$ cat src/rtl/panel_seq_pkg.sv
package panel_seq_pkg;

   // Step of the sequencer; start-up steps precede the standby steps.
   typedef enum logic [3:0] {
      ST_IDLE,
      ST_SETTLE,
      ST_SCR_WR,
      ST_SCR_RD,
      ST_IDENT_RD,
      ST_MODE_RD,
      ST_CTRL_RD,
      ST_SB_RD,
      ST_SB_WR
   } seq_state_e;

   localparam int unsigned REG_SCRATCH = 0;
   localparam int unsigned REG_IDENT   = 1;
   localparam int unsigned REG_MODE    = 2;
   localparam int unsigned REG_CTRL    = 3;
   localparam int unsigned PANEL_DW    = 8;

endpackage

$ cat src/rtl/psq_delay.sv
module psq_delay #(
   parameter int unsigned CYCLES = 250000
) (
   input  logic clk,
   input  logic rst_n,
   input  logic run,
   output logic expired
);

   generate
      if (CYCLES == 0) begin : g_none
         logic unused_in;
         assign unused_in = clk ^ rst_n;
         assign expired   = run;
      end else begin : g_cnt
         localparam int unsigned CW = (CYCLES < 2) ? 1 : $clog2(CYCLES);
         logic [CW-1:0] cnt;

         always_ff @(posedge clk or negedge rst_n) begin
            if (!rst_n)
               cnt <= '0;
            else if (!run)
               cnt <= '0;
            else if (!expired)
               cnt <= cnt + 1'b1;
         end

         assign expired = run && (cnt == CW'(CYCLES - 1));
      end
   endgenerate

endmodule

$ cat src/rtl/psq_access.sv
module psq_access #(
   parameter int unsigned ADDR_W = 6,
   parameter int unsigned DATA_W = 8
) (
   input  logic              clk,
   input  logic              rst_n,
   input  logic              go,
   input  logic              go_wr,
   input  logic [ADDR_W-1:0] go_addr,
   input  logic [DATA_W-1:0] go_wdata,
   output logic              acc_valid,
   output logic              acc_write,
   output logic [ADDR_W-1:0] acc_addr,
   output logic [DATA_W-1:0] acc_wdata,
   input  logic              acc_done,
   input  logic [DATA_W-1:0] acc_rdata,
   output logic              fin,
   output logic [DATA_W-1:0] fin_data
);

   always_ff @(posedge clk or negedge rst_n) begin
      if (!rst_n) begin
         acc_valid <= 1'b0;
         acc_write <= 1'b0;
         acc_addr  <= '0;
         acc_wdata <= '0;
         fin       <= 1'b0;
         fin_data  <= '0;
      end else begin
         fin <= 1'b0;
         if (acc_valid) begin
            if (acc_done) begin
               acc_valid <= 1'b0;
               fin       <= 1'b1;
               fin_data  <= acc_rdata;
            end
         end else if (go) begin
            acc_valid <= 1'b1;
            acc_write <= go_wr;
            acc_addr  <= go_addr;
            acc_wdata <= go_wdata;
         end
      end
   end

endmodule

$ cat src/rtl/psq_ctrl.sv
module psq_ctrl
   import panel_seq_pkg::*;
#(
   parameter int unsigned ADDR_W      = 6,
   parameter logic [7:0]  SCRATCH_PAT = 8'h55
) (
   input  logic                clk,
   input  logic                rst_n,
   input  logic                en_req,
   input  logic                dis_req,
   input  logic                expired,
   input  logic                fin,
   input  logic [PANEL_DW-1:0] fin_data,
   output logic                run_wait,
   output logic                go,
   output logic                go_wr,
   output logic [ADDR_W-1:0]   go_addr,
   output logic [PANEL_DW-1:0] go_wdata,
   output logic                ready,
   output logic                panel_rst,
   output logic                comm_ok,
   output logic [3:0]          chip_id,
   output logic [3:0]          chip_ver,
   output logic [2:0]          res_code,
   output logic                res_legal,
   output logic                sw_ctrl
);

   seq_state_e          state;
   logic                launched;
   logic                booted;
   logic                pend_dis;
   logic                sb_on;
   logic [PANEL_DW-1:0] sb_val;
   logic                is_access;

   assign is_access = (state != ST_IDLE) && (state != ST_SETTLE);
   assign go        = is_access && !launched;
   assign run_wait  = (state == ST_SETTLE);
   assign ready     = (state == ST_IDLE);

   always_comb begin
      go_wr    = 1'b0;
      go_addr  = ADDR_W'(REG_CTRL);
      go_wdata = '0;
      case (state)
         ST_SCR_WR: begin
            go_wr    = 1'b1;
            go_addr  = ADDR_W'(REG_SCRATCH);
            go_wdata = SCRATCH_PAT;
         end
         ST_SCR_RD:   go_addr = ADDR_W'(REG_SCRATCH);
         ST_IDENT_RD: go_addr = ADDR_W'(REG_IDENT);
         ST_MODE_RD:  go_addr = ADDR_W'(REG_MODE);
         ST_SB_WR: begin
            go_wr    = 1'b1;
            go_wdata = sb_val;
         end
         default: ;
      endcase
   end

   always_ff @(posedge clk or negedge rst_n) begin
      if (!rst_n) begin
         state     <= ST_IDLE;
         launched  <= 1'b0;
         booted    <= 1'b0;
         pend_dis  <= 1'b0;
         sb_on     <= 1'b0;
         sb_val    <= '0;
         panel_rst <= 1'b1;
         comm_ok   <= 1'b0;
         chip_id   <= '0;
         chip_ver  <= '0;
         res_code  <= '0;
         res_legal <= 1'b0;
         sw_ctrl   <= 1'b0;
      end else begin
         if (dis_req && !booted && state != ST_IDLE)
            pend_dis <= 1'b1;
         if (go)
            launched <= 1'b1;
         case (state)
            ST_IDLE: begin
               if (en_req) begin
                  sb_on <= 1'b1;
                  if (booted) begin
                     state <= ST_SB_RD;
                  end else begin
                     panel_rst <= 1'b0;
                     state     <= ST_SETTLE;
                  end
               end else if (dis_req && booted) begin
                  sb_on <= 1'b0;
                  state <= ST_SB_RD;
               end
            end
            ST_SETTLE: if (expired) state <= ST_SCR_WR;
            default: if (fin) begin
               launched <= 1'b0;
               case (state)
                  ST_SCR_WR: state <= ST_SCR_RD;
                  ST_SCR_RD: begin
                     comm_ok <= (fin_data == SCRATCH_PAT);
                     state   <= ST_IDENT_RD;
                  end
                  ST_IDENT_RD: begin
                     chip_id  <= fin_data[7:4];
                     chip_ver <= fin_data[3:0];
                     state    <= ST_MODE_RD;
                  end
                  ST_MODE_RD: begin
                     res_code  <= fin_data[2:0];
                     res_legal <= (fin_data[2:1] != 2'b01);
                     state     <= ST_CTRL_RD;
                  end
                  ST_CTRL_RD: begin
                     sw_ctrl <= fin_data[7];
                     state   <= ST_SB_RD;
                  end
                  ST_SB_RD: begin
                     sb_val <= {fin_data[7:1], sb_on};
                     state  <= ST_SB_WR;
                  end
                  default: begin
                     booted <= 1'b1;
                     if (pend_dis || (dis_req && !booted)) begin
                        pend_dis <= 1'b0;
                        sb_on    <= 1'b0;
                        state    <= ST_SB_RD;
                     end else begin
                        state <= ST_IDLE;
                     end
                  end
               endcase
            end
         endcase
      end
   end

endmodule

$ cat src/rtl/panel_seq.sv
module panel_seq #(
   parameter int unsigned WAIT_CYCLES = 250000,
   parameter int unsigned ADDR_W      = 6,
   parameter logic [7:0]  SCRATCH_PAT = 8'h55
) (
   input  logic              clk,
   input  logic              rst_n,
   input  logic              en_req,
   input  logic              dis_req,
   output logic              ready,
   output logic              panel_rst,
   output logic              acc_valid,
   output logic              acc_write,
   output logic [ADDR_W-1:0] acc_addr,
   output logic [7:0]        acc_wdata,
   input  logic [7:0]        acc_rdata,
   input  logic              acc_done,
   output logic              comm_ok,
   output logic [3:0]        chip_id,
   output logic [3:0]        chip_ver,
   output logic [2:0]        res_code,
   output logic              res_legal,
   output logic              sw_ctrl
);

   localparam int unsigned DW = panel_seq_pkg::PANEL_DW;

   generate
      if (ADDR_W < 2 || ADDR_W > 16) begin : g_bad_addr
         $error("panel_seq: ADDR_W must lie in 2..16");
      end
   endgenerate

   logic              expired;
   logic              run_wait;
   logic              go;
   logic              go_wr;
   logic [ADDR_W-1:0] go_addr;
   logic [DW-1:0]     go_wdata;
   logic              fin;
   logic [DW-1:0]     fin_data;

   psq_delay #(.CYCLES(WAIT_CYCLES)) u_delay (
      .clk     (clk),
      .rst_n   (rst_n),
      .run     (run_wait),
      .expired (expired)
   );

   psq_access #(.ADDR_W(ADDR_W), .DATA_W(DW)) u_access (
      .clk       (clk),
      .rst_n     (rst_n),
      .go        (go),
      .go_wr     (go_wr),
      .go_addr   (go_addr),
      .go_wdata  (go_wdata),
      .acc_valid (acc_valid),
      .acc_write (acc_write),
      .acc_addr  (acc_addr),
      .acc_wdata (acc_wdata),
      .acc_done  (acc_done),
      .acc_rdata (acc_rdata),
      .fin       (fin),
      .fin_data  (fin_data)
   );

   psq_ctrl #(.ADDR_W(ADDR_W), .SCRATCH_PAT(SCRATCH_PAT)) u_ctrl (
      .clk       (clk),
      .rst_n     (rst_n),
      .en_req    (en_req),
      .dis_req   (dis_req),
      .expired   (expired),
      .fin       (fin),
      .fin_data  (fin_data),
      .run_wait  (run_wait),
      .go        (go),
      .go_wr     (go_wr),
      .go_addr   (go_addr),
      .go_wdata  (go_wdata),
      .ready     (ready),
      .panel_rst (panel_rst),
      .comm_ok   (comm_ok),
      .chip_id   (chip_id),
      .chip_ver  (chip_ver),
      .res_code  (res_code),
      .res_legal (res_legal),
      .sw_ctrl   (sw_ctrl)
   );

endmodule

$ cat config.mk
export PLATFORM = sky130hd
export DESIGN_NAME = panel_seq
export DESIGN_NICKNAME = d
export VERILOG_FILES = /design/src/rtl/panel_seq_pkg.sv /design/src/rtl/psq_delay.sv /design/src/rtl/psq_access.sv /design/src/rtl/psq_ctrl.sv /design/src/rtl/panel_seq.sv
export SDC_FILE = /design/constraint.sdc
export NUM_CORES = 1
export LEC_CHECK = 0
export BUFFER_PORTS_ARGS = -buffer_cell sky130_fd_sc_hd__buf_2
export CAP_MARGIN = 25
export CORE_AREA = 2 2 82 84
export CTS_CLUSTER_SIZE = 25
export DETAILED_ROUTE_END_ITERATION = 10
export DIE_AREA = 0 0 84 86
export GPL_TIMING_DRIVEN = 1
export PLACE_DENSITY = 0.77
export SYNTH_ARGS = -nofsm -noshare
export SYNTH_HDL_FRONTEND = slang
export SYNTH_HIERARCHICAL = 1
export SYNTH_SLANG_ARGS = --single-unit
$ cat constraint.sdc
create_clock -name clk -period 2.8 [get_ports clk]
set_input_delay 0.56 -clock clk [delete_from_list [all_inputs] [get_ports clk]]
set_output_delay 0.56 -clock clk [all_outputs]
set_load 0.02 [all_outputs]
==> results of run 1 <==
==> layout make-up <==
cell class,instances,area [sq um]
Inverter,12,45.04
Tap cell,77,96.34
Sequential cell,74,1853
Clock buffer,10,137.6
Clock inverter,5,150.1
Fill cell,496,2238
Timing Repair Buffer,47,255.2
Multi-Input combinational cell,198,1501
==> registers in the layout, summed over array words and instances (netlist names), 3 cells and up, named ones only <==
| register | flops |
|---|---|
| u_ctrl/chip_id | 4 |
| u_access/acc_addr | 6 |
| u_ctrl/state | 4 |
| u_access/fin_data | 8 |
| u_ctrl/res_code | 3 |
| u_ctrl/sb_val | 8 |
| u_ctrl/chip_ver | 4 |
| u_access/acc_wdata | 8 |
| u_delay/g_cnt.cnt | 18 |
==> synth_stat cells (2+ instances only) <==
| library cell | instances | area, sq um |
|---|---|---|
| dfrtp_1 | 73 | 1827 |
| mux2_2 | 34 | 382.9 |
| nand2_1 | 22 | 82.58 |
| a21oi_1 | 13 | 65.06 |
| and2_1 | 13 | 81.33 |
| inv_1 | 12 | 45.04 |
| mux2_4 | 10 | 150.1 |
| nand2b_1 | 8 | 50.05 |
| mux2i_1 | 7 | 70.07 |
| nand3_1 | 7 | 35.03 |
| nor3_1 | 7 | 35.03 |
| nor2_1 | 6 | 22.52 |
| o21ai_0 | 6 | 30.03 |
| xnor2_1 | 6 | 52.55 |
| buf_4 | 5 | 37.54 |
| nand4_1 | 4 | 25.02 |
| nor2b_1 | 4 | 25.02 |
| nor4_1 | 4 | 25.02 |
| or3_1 | 4 | 25.02 |
| a21o_1 | 3 | 22.52 |
| a31oi_1 | 3 | 18.77 |
| buf_2 | 3 | 15.01 |
| clkbuf_1 | 3 | 11.26 |
| o21a_1 | 3 | 22.52 |
| o22a_1 | 3 | 26.28 |
| a21boi_0 | 2 | 15.01 |
| nor4_2 | 2 | 25.02 |
| nor4bb_1 | 2 | 20.02 |
| xor2_1 | 2 | 17.52 |
==> routing by layer <==
metal | track usage (%) | up-vias
li1 | - | 1124
met1 | 28.48 | 1180
met2 | 31.64 | 52
met3 | 5.197 | 6
met4 | 7.038 | 0
met5 | 0 | -
==> final timing paths <==
check                      depth (start not counted)                           endpoint  slack (ns)                        startpoint
setup reg to reg                                   8        u_ctrl/state[1]$_DFFE_PN0P_        0.28  u_delay/g_cnt.cnt[6]$_DFFE_PN0P_
min in group clk                                   2   u_access/fin_data[0]$_DFFE_PN0P_        0.45                      acc_rdata[0]
hold / removal                                     1  u_delay/g_cnt.cnt[15]$_DFFE_PN0P_        0.25                             rst_n
setup / recovery                                   8        u_ctrl/state[1]$_DFFE_PN0P_        0.28  u_delay/g_cnt.cnt[6]$_DFFE_PN0P_
hold reg to reg                                    1       u_ctrl/panel_rst$_DFFE_PN1P_        0.46      u_ctrl/panel_rst$_DFFE_PN1P_
max in group asynchronous                          2       u_ctrl/panel_rst$_DFFE_PN1P_        1.83                             rst_n
==> logic make-up (layout without fill, tap and decap cells) <==
family          after synthesis  after routing
other cells                   1              4
mux                          51             51
flops                        74             74
simple gates                 95             95
compound gates               39             39
buf+inv                      25             74
fa+ha+maj                     1              1
xor+xnor                      8              8
==> metrics by stage <==
stage               hold WS [ns]  total power, mW  std cells  util [%]  area, sq um
global route              0.3040            4.400        423     64.34         4039
CTS                       0.2511            4.201        423     64.34         4039
global placement          0.4430            2.944        408     59.76         3751
floorplan                 0.2644            2.631        297         -         3492
detailed placement        0.4489            3.010        408     59.76         3751
finish                    0.2514            4.167        423     64.34         4039
==> worst max-delay path, cell delays in order, from the launching register on <==
cell and delay, ns:
dfrtp_1 0.44, or4_1 0.54, nor4_2 0.39, and2b_2 0.26, and2_1 0.13, nor2b_1 0.04
o31a_1 0.32, a21oi_1 0.19, o22a_1 0.16
==> power groups by stage <==
stage                     clock network, mW  registers [mW]  logic [mW]
after global placement                    0            1.73        1.21
after detailed placement                  0            1.75        1.26
after floorplan                           0            1.82       0.807
after global routing                   1.25            1.80        1.36
final                                  1.17            1.74        1.25
after CTS                              1.19            1.74        1.26
==> cells in the final DEF, fill, tap and decap left out, types with 2 or more instances in the layout <==
cell / n
xnor2_1: 6
clkbuf_8: 10
mux2_4: 10
nor4_2: 2
buf_2: 44
a21oi_1: 13
and2_1: 13
o21a_1: 3
nor3_1: 7
a21boi_0: 2
dfrtp_1: 73
o22a_1: 3
nand2b_1: 8
o21ai_0: 6
nor4bb_1: 2
nor2_1: 6
nand2_1: 22
a21o_1: 3
xor2_1: 2
nand3_1: 7
nand4_1: 4
nor4_1: 4
mux2_2: 34
conb_1: 4
mux2i_1: 7
or3_1: 4
nor2b_1: 3
inv_1: 12
buf_4: 2
bufinv_16: 5
a31oi_1: 3
==> summary.md, run 1 <==
| Metric | Value |
|---|---|
| Max layer used | `met4` |
| Port bufs | `44` |
| Simple-Gate Fraction of Synth Area | `between 15 and 20%` |
| Endpoints failing setup | `0` |
| Global-route wire length before repair | `roughly 12 mm` |
| Pins Over Slew Limit | `0` |
| Post-synth EDFFs | `0` |
| Setup WS pre-CTS | `around 0.33 ns` |
| Synthesized area | `roughly 3500 sq um` |
| Hold Fails Final Rpt | `0` |
| Max H-tree Level | `3` |
| Post-synthesis sequential area ratio | `roughly 53%` |
| YS warnings | `6` |
| Clk_lat worst skew | `0.34 ns` |
| Die height | `around 86 um` |
| Crit end category | `register` |
| Asr flop ratio synth | `between 90% and 100%` |
| Std cell rows | `29` |
| WP data required | `just over 3 ns` |
| Worst EP arrival | `between 2 and 3 ns` |
| Final setup margin | `around 0.28 ns` |
| CP max FO | `6` |
| Tot GR Track Use | `~20%` |
| Synth Area in Compound Gates | `7.189%` |
| Layout area overhead | `16.03%` |
| Die area | `7224 sq um` |
| CTS tree | `built` |
| Vias | `between 2,000 and 2,500` |
| Yosys reg bits | `74` |
| Die width | `around 84 um` |
| Final ANT Viol Nets | `0` |
| Clock Sinks | `74` |
| Routed wire length | `between 6 and 7 mm` |
| Via density | `about 5.6` |
| Initial antenna violation count | `0` |
| Number of global-route vias before repair | `2,378` |
| Routed met3 length | `301 um` |
| Ant diodes | `0` |
| Final Cycle Share | `approximately 90%` |
| Core area | `6277 sq um` |
| DR WL met2 | `about 3.2 mm` |
| Mapped Cells | `between 200 and 300` |
| Distinct cells, synth | `between 50 and 60` |
| DRT Pass-1 Iters | `4` |
| Clk root buf | `clkbuf_8` |
| Nets | `approximately 360` |
| Pwr per Cell Area | `slightly above 1000 nW/um^2` |
| Post-synthesis mux area share | `between 10% and 20%` |
| Clock transition at the registers of the reported paths | `around 0.070 ns` |
| Number of CTS-inserted buffers | `9` |
| WL/cell | `15.86 um` |
| Combinational family with the most area after synthesis | `multiplexers` |
| Clock power frac | `28.1%` |
| RD Place Congestion | `about 0.84` |
| Synth Area per Inst | `between 10 and 15 sq um` |
| Setup TNS Final | `0 ns` |
| Clock skew | `around 0.0085 ns` |
| Number of max-cap violations | `0` |
| GRT overflow | `0` |
| Initial drt markers | `229` |
| Share of post-route cells with drive strength above 1 | `about a third` |
| Sw frac | `about 33%` |
| Fmax | `396.1 MHz` |
| Switching pwr | `1.369 mW` |
| Post-CTS Setup Bufs | `0` |
| VDD IR max | `0.7169 mV` |
| Worst slew pin tran | `0.6716 ns` |
| Slew headroom | `55.23%` |
| Sequential Power Share | `41.8%` |
| Starting Density | `a little under three fifths` |
| Area share of xor/xnor cells in the synthesized design | `2.013%` |
| Largest net degree at the start of global routing | `47` |
| Hold Path Class | `in -> async` |
| Crit path kind | `reg -> reg` |
| Wl on met1 | `~3.1 mm` |
| CTS max path bufs | `2` |
| Dpl hpwl | `between 4 and 5 mm` |
| Drt drc | `0` |
| Status | `finished clean` |
| Min Tclk post-route | `about 2.5 ns` |
| Ports | `45` |
| Synth Flop Type | `dfrtp_1` |
| Hold Buf Count CTS | `0` |
| Leakage | `1.861 nW` |
| Critical Path Source Type | `register` |
| CTS resizes | `0` |
| Synth Area in Adders | `less than 1%` |
| Unrepaired setup endpoints after global routing | `false` |
| P_int | `2.797 mW` |
| Logic gate share of total power | `30.1%` |
No activity file was read; power rests on OpenSTA's default activity.
==> run 2, diff against run 1 <==
--- a/config.mk
+++ b/config.mk
@@ -7,12 +7,11 @@
 export LEC_CHECK = 0
 export BUFFER_PORTS_ARGS = -buffer_cell sky130_fd_sc_hd__buf_2
 export CAP_MARGIN = 25
-export CORE_AREA = 2 2 82 84
+export CORE_AREA = 2 2 97 99
 export CTS_CLUSTER_SIZE = 25
 export DETAILED_ROUTE_END_ITERATION = 10
-export DIE_AREA = 0 0 84 86
+export DIE_AREA = 0 0 99 101
 export GPL_TIMING_DRIVEN = 1
-export PLACE_DENSITY = 0.77
 export SYNTH_ARGS = -nofsm -noshare
 export SYNTH_HDL_FRONTEND = slang
 export SYNTH_HIERARCHICAL = 1
==> run 2 against run 1 <==
  * Critical path depth unchanged
  * Worst hold slack got worse by 0.042 ns
  * Via count decreased by 1.7%
  * Highest routed layer unchanged
  * Routed wire length decreased by 2.4%
  * Clock power decreased by 28%
  * First-iteration DRC count decreased by 38%
  * Core utilization decreased by 20 points
  * Largest cell class unchanged
  * Largest power group unchanged
==> summary.md, run 2 (synthesized netlist as in run 1, its figures left out) <==
| Metric | Value |
|---|---|
| Status | `finished clean` |
| Critical Path Source Type | `register` |
| Logic gate share of total power | `32.5% (+2.4 points)` |
| Clock power frac | `22.1% (-6.0 points)` |
| Die height | `101 um (+17%)` |
| Max H-tree Level | `3 (unchanged)` |
| Crit end category | `register` |
| Leakage | `1.824 nW (-2.0%)` |
| Share of post-route cells with drive strength above 1 | `33.43% (+0.19 points)` |
| Initial drt markers | `142 (-38%)` |
| # fillers | `856 (+73%)` |
| Port bufs | `44 (unchanged)` |
| Min Tclk post-route | `2.425 ns (-0.09989 ns)` |
| Crit path kind | `reg -> reg` |
| Core area | `8977 sq um (+43%)` |
| Unrepaired setup endpoints after global routing | `false` |
| CTS resizes | `0 (unchanged)` |
| Setup TNS Final | `0 ns (unchanged)` |
| Nets | `356 (unchanged)` |
| Worst slew pin tran | `0.5309 ns (-0.1407 ns)` |
| Std cell rows | `35 (+21%)` |
| CP max stage cell | `or4b_1` |
| Global-route wire length before repair | `11.05 mm (-4.9%)` |
| Largest stage delay on the critical path | `0.55 ns (about the same)` |
| RD Place Congestion | `0.8127 (-3.6%)` |
| Hold_ws | `0.2098 ns (-0.04168 ns)` |
| Post-CTS Setup Bufs | `0 (unchanged)` |
| Clock transition at the registers of the reported paths | `0.08 ns (about the same)` |
| Most frequent cells in the layout | `dfrtp_1, buf_2, mux2_2` |
| Fmax | `412.4 MHz (+4.1%)` |
| Routed wire length | `6.548 mm (-2.4%)` |
| Reg area | `1853 sq um (unchanged)` |
| Fin cells | `458 (+8.3%)` |
| WL/cell | `14.30 um (-9.9%)` |
| Worst reg2reg path depth | `8 (unchanged)` |
| Largest Register | `u_delay/g_cnt.cnt` |
| Ports | `45 (unchanged)` |
| DRT Pass-1 Iters | `4 (unchanged)` |
| P_int | `2.423 mW (-13%)` |
| Largest net degree at the start of global routing | `75 (+60%)` |
| Starting Density | `38.77% (-17 points)` |
| Crit path cell chain | `or4b_1 > nor4_2 > and2b_2 > and2_1 > nor2b_1 > o31a_1 > a21oi_1 > o22a_1` |
| R2R Setup Slk | `0.38 ns (+0.10 ns)` |
| Worst reg2reg path startpoint | `u_delay/g_cnt.cnt[10]$_DFFE_PN0P_` |
| Sequential Power Share | `45.4% (+3.6 points)` |
| Switching pwr | `1.372 mW (+0.23%)` |
| Clk root buf | `clkbuf_8` |
| Largest register FFs | `18 (unchanged)` |
| Slew headroom | `64.28% (+9.1 points)` |
| Tot Pwr | `3.795 mW (-8.9%)` |
| CTS max path bufs | `2 (unchanged)` |
| Via density | `5.070 (-9.2%)` |
| Clock Sinks | `74 (unchanged)` |
| Number of max-cap violations | `0 (unchanged)` |
| Footprint of the multi-input gates | `1504 sq um (+0.17%)` |
| Drt drc | `0 (unchanged)` |
| Reg2reg end | `u_ctrl/state[1]$_DFFE_PN0P_` |
| Vias | `2,322 (-1.7%)` |
| Tot GR Track Use | `14.02% (-6.5 points)` |
| Clock skew | `0.008172 ns (-0.0003168 ns)` |
| Hold Buf Count CTS | `0 (unchanged)` |
| Setup WS pre-CTS | `0.4154 ns (+0.08152 ns)` |
| Final Cycle Share | `86.61% (-3.6 points)` |
| Worst EP arrival | `2.71 ns (-0.10 ns)` |
| Hold Fails Final Rpt | `0 (unchanged)` |
| Pwr per Cell Area | `947.1 nW/um^2 (-8.2%)` |
| Endpoints failing setup | `0 (unchanged)` |
| Die area | `9999 sq um (+38%)` |
| VDD IR max | `0.5405 mV (-25%)` |
| Die width | `99 um (+18%)` |
| Hold Path Class | `in -> async` |
| Final ANT Viol Nets | `0 (unchanged)` |
| Ant diodes | `0 (unchanged)` |
| Initial antenna violation count | `0 (unchanged)` |
| CP max FO | `6 (unchanged)` |
| GRT overflow | `0 (unchanged)` |
| Final setup margin | `0.3750 ns (+0.09989 ns)` |
| Dpl hpwl | `4.427 mm (-2.7%)` |
| WP data required | `3.09 ns (about the same)` |
| Sw frac | `36.15% (+3.3 points)` |
| Clk_lat worst skew | `0.35 ns (about the same)` |
| Pins Over Slew Limit | `0 (unchanged)` |
| Layout area overhead | `15.13%` |
| Commonest non-fill, non-tap cell in the layout | `dfrtp_1` |
| CTS tree | `built` |
| Placed cells | `441 (+8.1%)` |
| Number of CTS-inserted buffers | `9 (unchanged)` |
| Number of global-route vias before repair | `2,299 (-3.3%)` |
==> run 2: changes by cell type in the layout (fill, tap and decap cells not counted), sizes merged <==
cell | previous run | this run
bufinv | 5 | 1
clkinv | 0 | 3
inv | 12 | 14
clkbuf | 10 | 9
clkinvlp | 0 | 1
==> run 2: final cells by class <==
cell class                 instances  area share (%)
sequential                        74           46.24
multi-input combinational        198           37.53
timing repair buffer              47           6.619
tap                              111           3.465
clock buffer                       9           3.091
clock inverter                     7           1.936
inverter                          12           1.124
==> run 2: worst max-delay path by stage <==
stage | startpoint | end | cells after the start | slack, ns
after detailed placement | u_delay/g_cnt.cnt[6]$_DFFE_PN0P_ | u_ctrl/state[1]$_DFFE_PN0P_ | 8 | 0.42
final | u_delay/g_cnt.cnt[10]$_DFFE_PN0P_ | u_ctrl/state[1]$_DFFE_PN0P_ | 8 | 0.38
after floorplan | u_delay/g_cnt.cnt[6]$_DFFE_PN0P_ | u_ctrl/state[1]$_DFFE_PN0P_ | 8 | 0.56
after global routing | u_delay/g_cnt.cnt[6]$_DFFE_PN0P_ | u_ctrl/state[1]$_DFFE_PN0P_ | 8 | 0.21
after global placement | u_delay/g_cnt.cnt[6]$_DFFE_PN0P_ | u_ctrl/state[1]$_DFFE_PN0P_ | 8 | 0.45
after CTS | u_delay/g_cnt.cnt[10]$_DFFE_PN0P_ | u_ctrl/state[1]$_DFFE_PN0P_ | 8 | 0.39
==> run 2: per-stage QoR <==
step	util [%]	instance area, sq um
after floorplan	-	3492
after global placement	42.09	3779
after detailed placement	42.09	3779
after CTS	44.33	3980
after global routing	44.64	4008
final	44.64	4008
==> run 2: power groups by stage <==
stage               clock network [mW]  registers [mW]  logic, mW
floorplan                            0            1.82      0.807
global placement                     0            1.74       1.23
detailed placement                   0            1.74       1.24
CTS                              0.866            1.73       1.25
global route                     0.915            1.78       1.35
finish                           0.839            1.72       1.23
==> run 2: critical path, delay by kind of cell, from the launching register on <==
| family | cells | cell delay [ns] |
|---|---|---|
| and+or+nand+nor | 5 | 1.38 |
| AOI/OAI and AO/OA | 3 | 0.58 |
| DFF | 1 | 0.40 |
==> run 2: metal layers <==
metal / GRT usage, % / vias to the layer above / share of wire [%]
met5: 0 / - / 0
met4: 6.322 / 0 / 1.8
met3: 4.577 / 9 / 5.5
met2: 20.79 / 41 / 45
met1: 18.76 / 1144 / 48
li1: - / 1128 / -
==> run 3, diff against run 2 <==
--- a/config.mk
+++ b/config.mk
@@ -5,7 +5,7 @@
 export SDC_FILE = /design/constraint.sdc
 export NUM_CORES = 1
 export LEC_CHECK = 0
-export BUFFER_PORTS_ARGS = -buffer_cell sky130_fd_sc_hd__buf_2
+export BUFFER_PORTS_ARGS = -buffer_cell sky130_fd_sc_hd__clkbuf_2
 export CAP_MARGIN = 25
 export CORE_AREA = 2 2 97 99
 export CTS_CLUSTER_SIZE = 25
==> run 3 against run 2 <==
  * Via count rose by 0.78%
  * Fmax decreased by 0.60%
  * Critical path depth unchanged
  * Routed wire length grew 2.8%
  * Clock power increased by 3.6%
  * Cell area up 0.16%
  * Register-to-register slack about the same
  * Sequential power about the same
  * Largest power group unchanged
  * Highest routed layer unchanged
==> summary.md, run 3 (synthesized netlist as in run 1, its figures left out) <==
| Metric | Value |
|---|---|
| Worst reg2reg path startpoint | `u_delay/g_cnt.cnt[6]$_DFFE_PN0P_` |
| Worst EP arrival | `2.73 ns (+0.02 ns)` |
| Largest Register | `u_delay/g_cnt.cnt` |
| Initial drt markers | `159 (+12%)` |
| Largest register FFs | `18 (unchanged)` |
| Unrepaired setup endpoints after global routing | `false` |
| DRT Pass-1 Iters | `4 (unchanged)` |
| Logic gate share of total power | `32.3% (-0.2 points)` |
| P_int | `2.429 mW (+0.25%)` |
| Clock Sinks | `74 (unchanged)` |
| Core area | `8977 sq um (unchanged)` |
| Die area | `9999 sq um (unchanged)` |
| RD Place Congestion | `0.8055 (-0.89%)` |
| Pins Over Slew Limit | `0 (unchanged)` |
| Min Tclk post-route | `2.440 ns (+0.01456 ns)` |
| WL/cell | `14.70 um (+2.8%)` |
| CTS tree | `built` |
| GRT overflow | `0 (unchanged)` |
| Global-route wire length before repair | `11.92 mm (+7.9%)` |
| # fillers | `826 (-3.5%)` |
| CTS max path bufs | `2 (unchanged)` |
| Design Area, Final | `4014 sq um (+0.16%)` |
| Status | `finished clean` |
| Slew headroom | `65.85% (+1.6 points)` |
| Endpoints failing setup | `0 (unchanged)` |
| Tot GR Track Use | `15.01% (+0.99 points)` |
| Hold Buf Count CTS | `0 (unchanged)` |
| Number of global-route vias before repair | `2,417 (+5.1%)` |
| Initial antenna violation count | `0 (unchanged)` |
| Clock transition at the registers of the reported paths | `0.09 ns (about the same)` |
| Worst slew pin tran | `0.5081 ns (-0.02278 ns)` |
| Starting Density | `38.77% (unchanged)` |
| Via density | `5.109 (+0.78%)` |
| Hold Fails Final Rpt | `0 (unchanged)` |
| Vias | `2,340 (+0.78%)` |
| WP data required | `3.09 ns (about the same)` |
| Number of max-cap violations | `0 (unchanged)` |
| Max H-tree Level | `3 (unchanged)` |
| Worst reg2reg path depth | `8 (unchanged)` |
| Post-Place Cell Area | `3779 sq um (unchanged)` |
| CP max FO | `6 (unchanged)` |
| R2R Setup Slk | `0.36 ns (about the same)` |
| Nets | `356 (unchanged)` |
| Share of post-route cells with drive strength above 1 | `33.43% (unchanged)` |
| Critical Path Source Type | `register` |
| Final ANT Viol Nets | `0 (unchanged)` |
| Crit path kind | `reg -> reg` |
| Setup TNS Final | `0 ns (unchanged)` |
| CTS resizes | `0 (unchanged)` |
| Std cell rows | `35 (unchanged)` |
| Reg2reg end | `u_ctrl/state[2]$_DFFE_PN0P_` |
| Commonest non-fill, non-tap cell in the layout | `dfrtp_1` |
| Layout area overhead | `15.31%` |
| Pwr per Cell Area | `956.8 nW/um^2 (+1.0%)` |
| Final Cycle Share | `87.13% (+0.52 points)` |
| Fmax | `409.9 MHz (-0.60%)` |
| Dpl hpwl | `4.569 mm (+3.2%)` |
| Sequential Power Share | `45.1% (-0.3 points)` |
| Crit end category | `register` |
| Reg area | `1853 sq um (unchanged)` |
| Routed wire length | `6.733 mm (+2.8%)` |
| Ant diodes | `0 (unchanged)` |
| Clk root buf | `clkbuf_8` |
| VDD IR max | `0.4756 mV (-12%)` |
| Drt drc | `0 (unchanged)` |
| Sw frac | `36.74% (+0.59 points)` |
| Port bufs | `44 (unchanged)` |
| Most frequent cells in the layout | `dfrtp_1, clkbuf_2, mux2_2` |
| Hold Path Class | `in -> async` |
| Leakage | `1.816 nW (-0.43%)` |
| Clk_lat worst skew | `0.35 ns (about the same)` |
| Fin util | `44.71% (+0.070 points)` |
| Post-CTS Setup Bufs | `0 (unchanged)` |
| Ports | `45 (unchanged)` |
| Footprint of the multi-input gates | `1504 sq um (unchanged)` |
| Die width | `99 um (unchanged)` |
| Largest net degree at the start of global routing | `75 (unchanged)` |
| Clock skew | `0.007906 ns (-0.0002663 ns)` |
| Die height | `101 um (unchanged)` |
| Clock power frac | `22.6% (+0.5 points)` |
| Switching pwr | `1.411 mW (+2.8%)` |
| Number of CTS-inserted buffers | `9 (unchanged)` |
[run 3: cell count changes in the layout (fill, tap and decap cells not counted), sizes merged]
cell,before,now
buf,47,4
clkbuf,9,52
clkinv,3,1
inv,14,16
[run 3: area by class of cell]
cell class | count | share of cell area [%]
multi-input combinational | 198 | 37.47
inverter | 12 | 1.122
clock inverter | 7 | 2.089
clock buffer | 9 | 3.086
timing repair buffer | 47 | 6.608
tap | 111 | 3.460
sequential | 74 | 46.17
[run 3: how the worst max path moves through the flow]
stage | start | end | cells past startpoint
finish | u_delay/g_cnt.cnt[6]$_DFFE_PN0P_ | u_ctrl/state[2]$_DFFE_PN0P_ | 8
global route | u_delay/g_cnt.cnt[8]$_DFFE_PN0P_ | u_ctrl/state[2]$_DFFE_PN0P_ | 8
CTS | u_delay/g_cnt.cnt[6]$_DFFE_PN0P_ | u_ctrl/state[2]$_DFFE_PN0P_ | 8
detailed placement | u_delay/g_cnt.cnt[6]$_DFFE_PN0P_ | u_ctrl/state[2]$_DFFE_PN0P_ | 8
global placement | u_delay/g_cnt.cnt[6]$_DFFE_PN0P_ | u_ctrl/state[1]$_DFFE_PN0P_ | 8
floorplan | u_delay/g_cnt.cnt[6]$_DFFE_PN0P_ | u_ctrl/state[1]$_DFFE_PN0P_ | 8
[run 3: worst max-delay path, stage by stage (launching register included)]
cell     delay [ns]
dfrtp_1        0.44
or4_1          0.54
nor4_2         0.37
and2b_2        0.25
and2_1         0.13
nor2b_1        0.04
o31a_1         0.30
a21oi_1        0.16
o22a_1         0.15
[run 3: metrics by stage]
stage                     setup WS (ns)  hold WS [ns]  total power [mW]  instances
after floorplan                  0.5625        0.2644             2.631        297
after global placement           0.4454        0.4470             2.968        441
after detailed placement         0.3887        0.4657             3.003        441
after CTS                        0.3710        0.3871             3.889        457
after global routing             0.1615       0.09164             4.119        458
final                            0.3605       0.09746             3.840        458
[run 3: per-layer routing]
| metal | global-route usage [%] | wire length (um) |
|---|---|---|
| met5 | 0 | 0 |
| met4 | 5.690 | 112 |
| met3 | 4.161 | 362 |
| met2 | 22.30 | 3076 |
| met1 | 20.98 | 3182 |
[run 3: power by group through the flow]
stage          combinational [mW]  sequential (mW)  clock [mW]
6_report                     1.24             1.73       0.869
5_1_grt                      1.36             1.81       0.949
3_5_place_dp                 1.25             1.76           0
4_1_cts                      1.25             1.74       0.897
2_1_floorplan               0.807             1.82           0
3_3_place_gp                 1.23             1.74           0
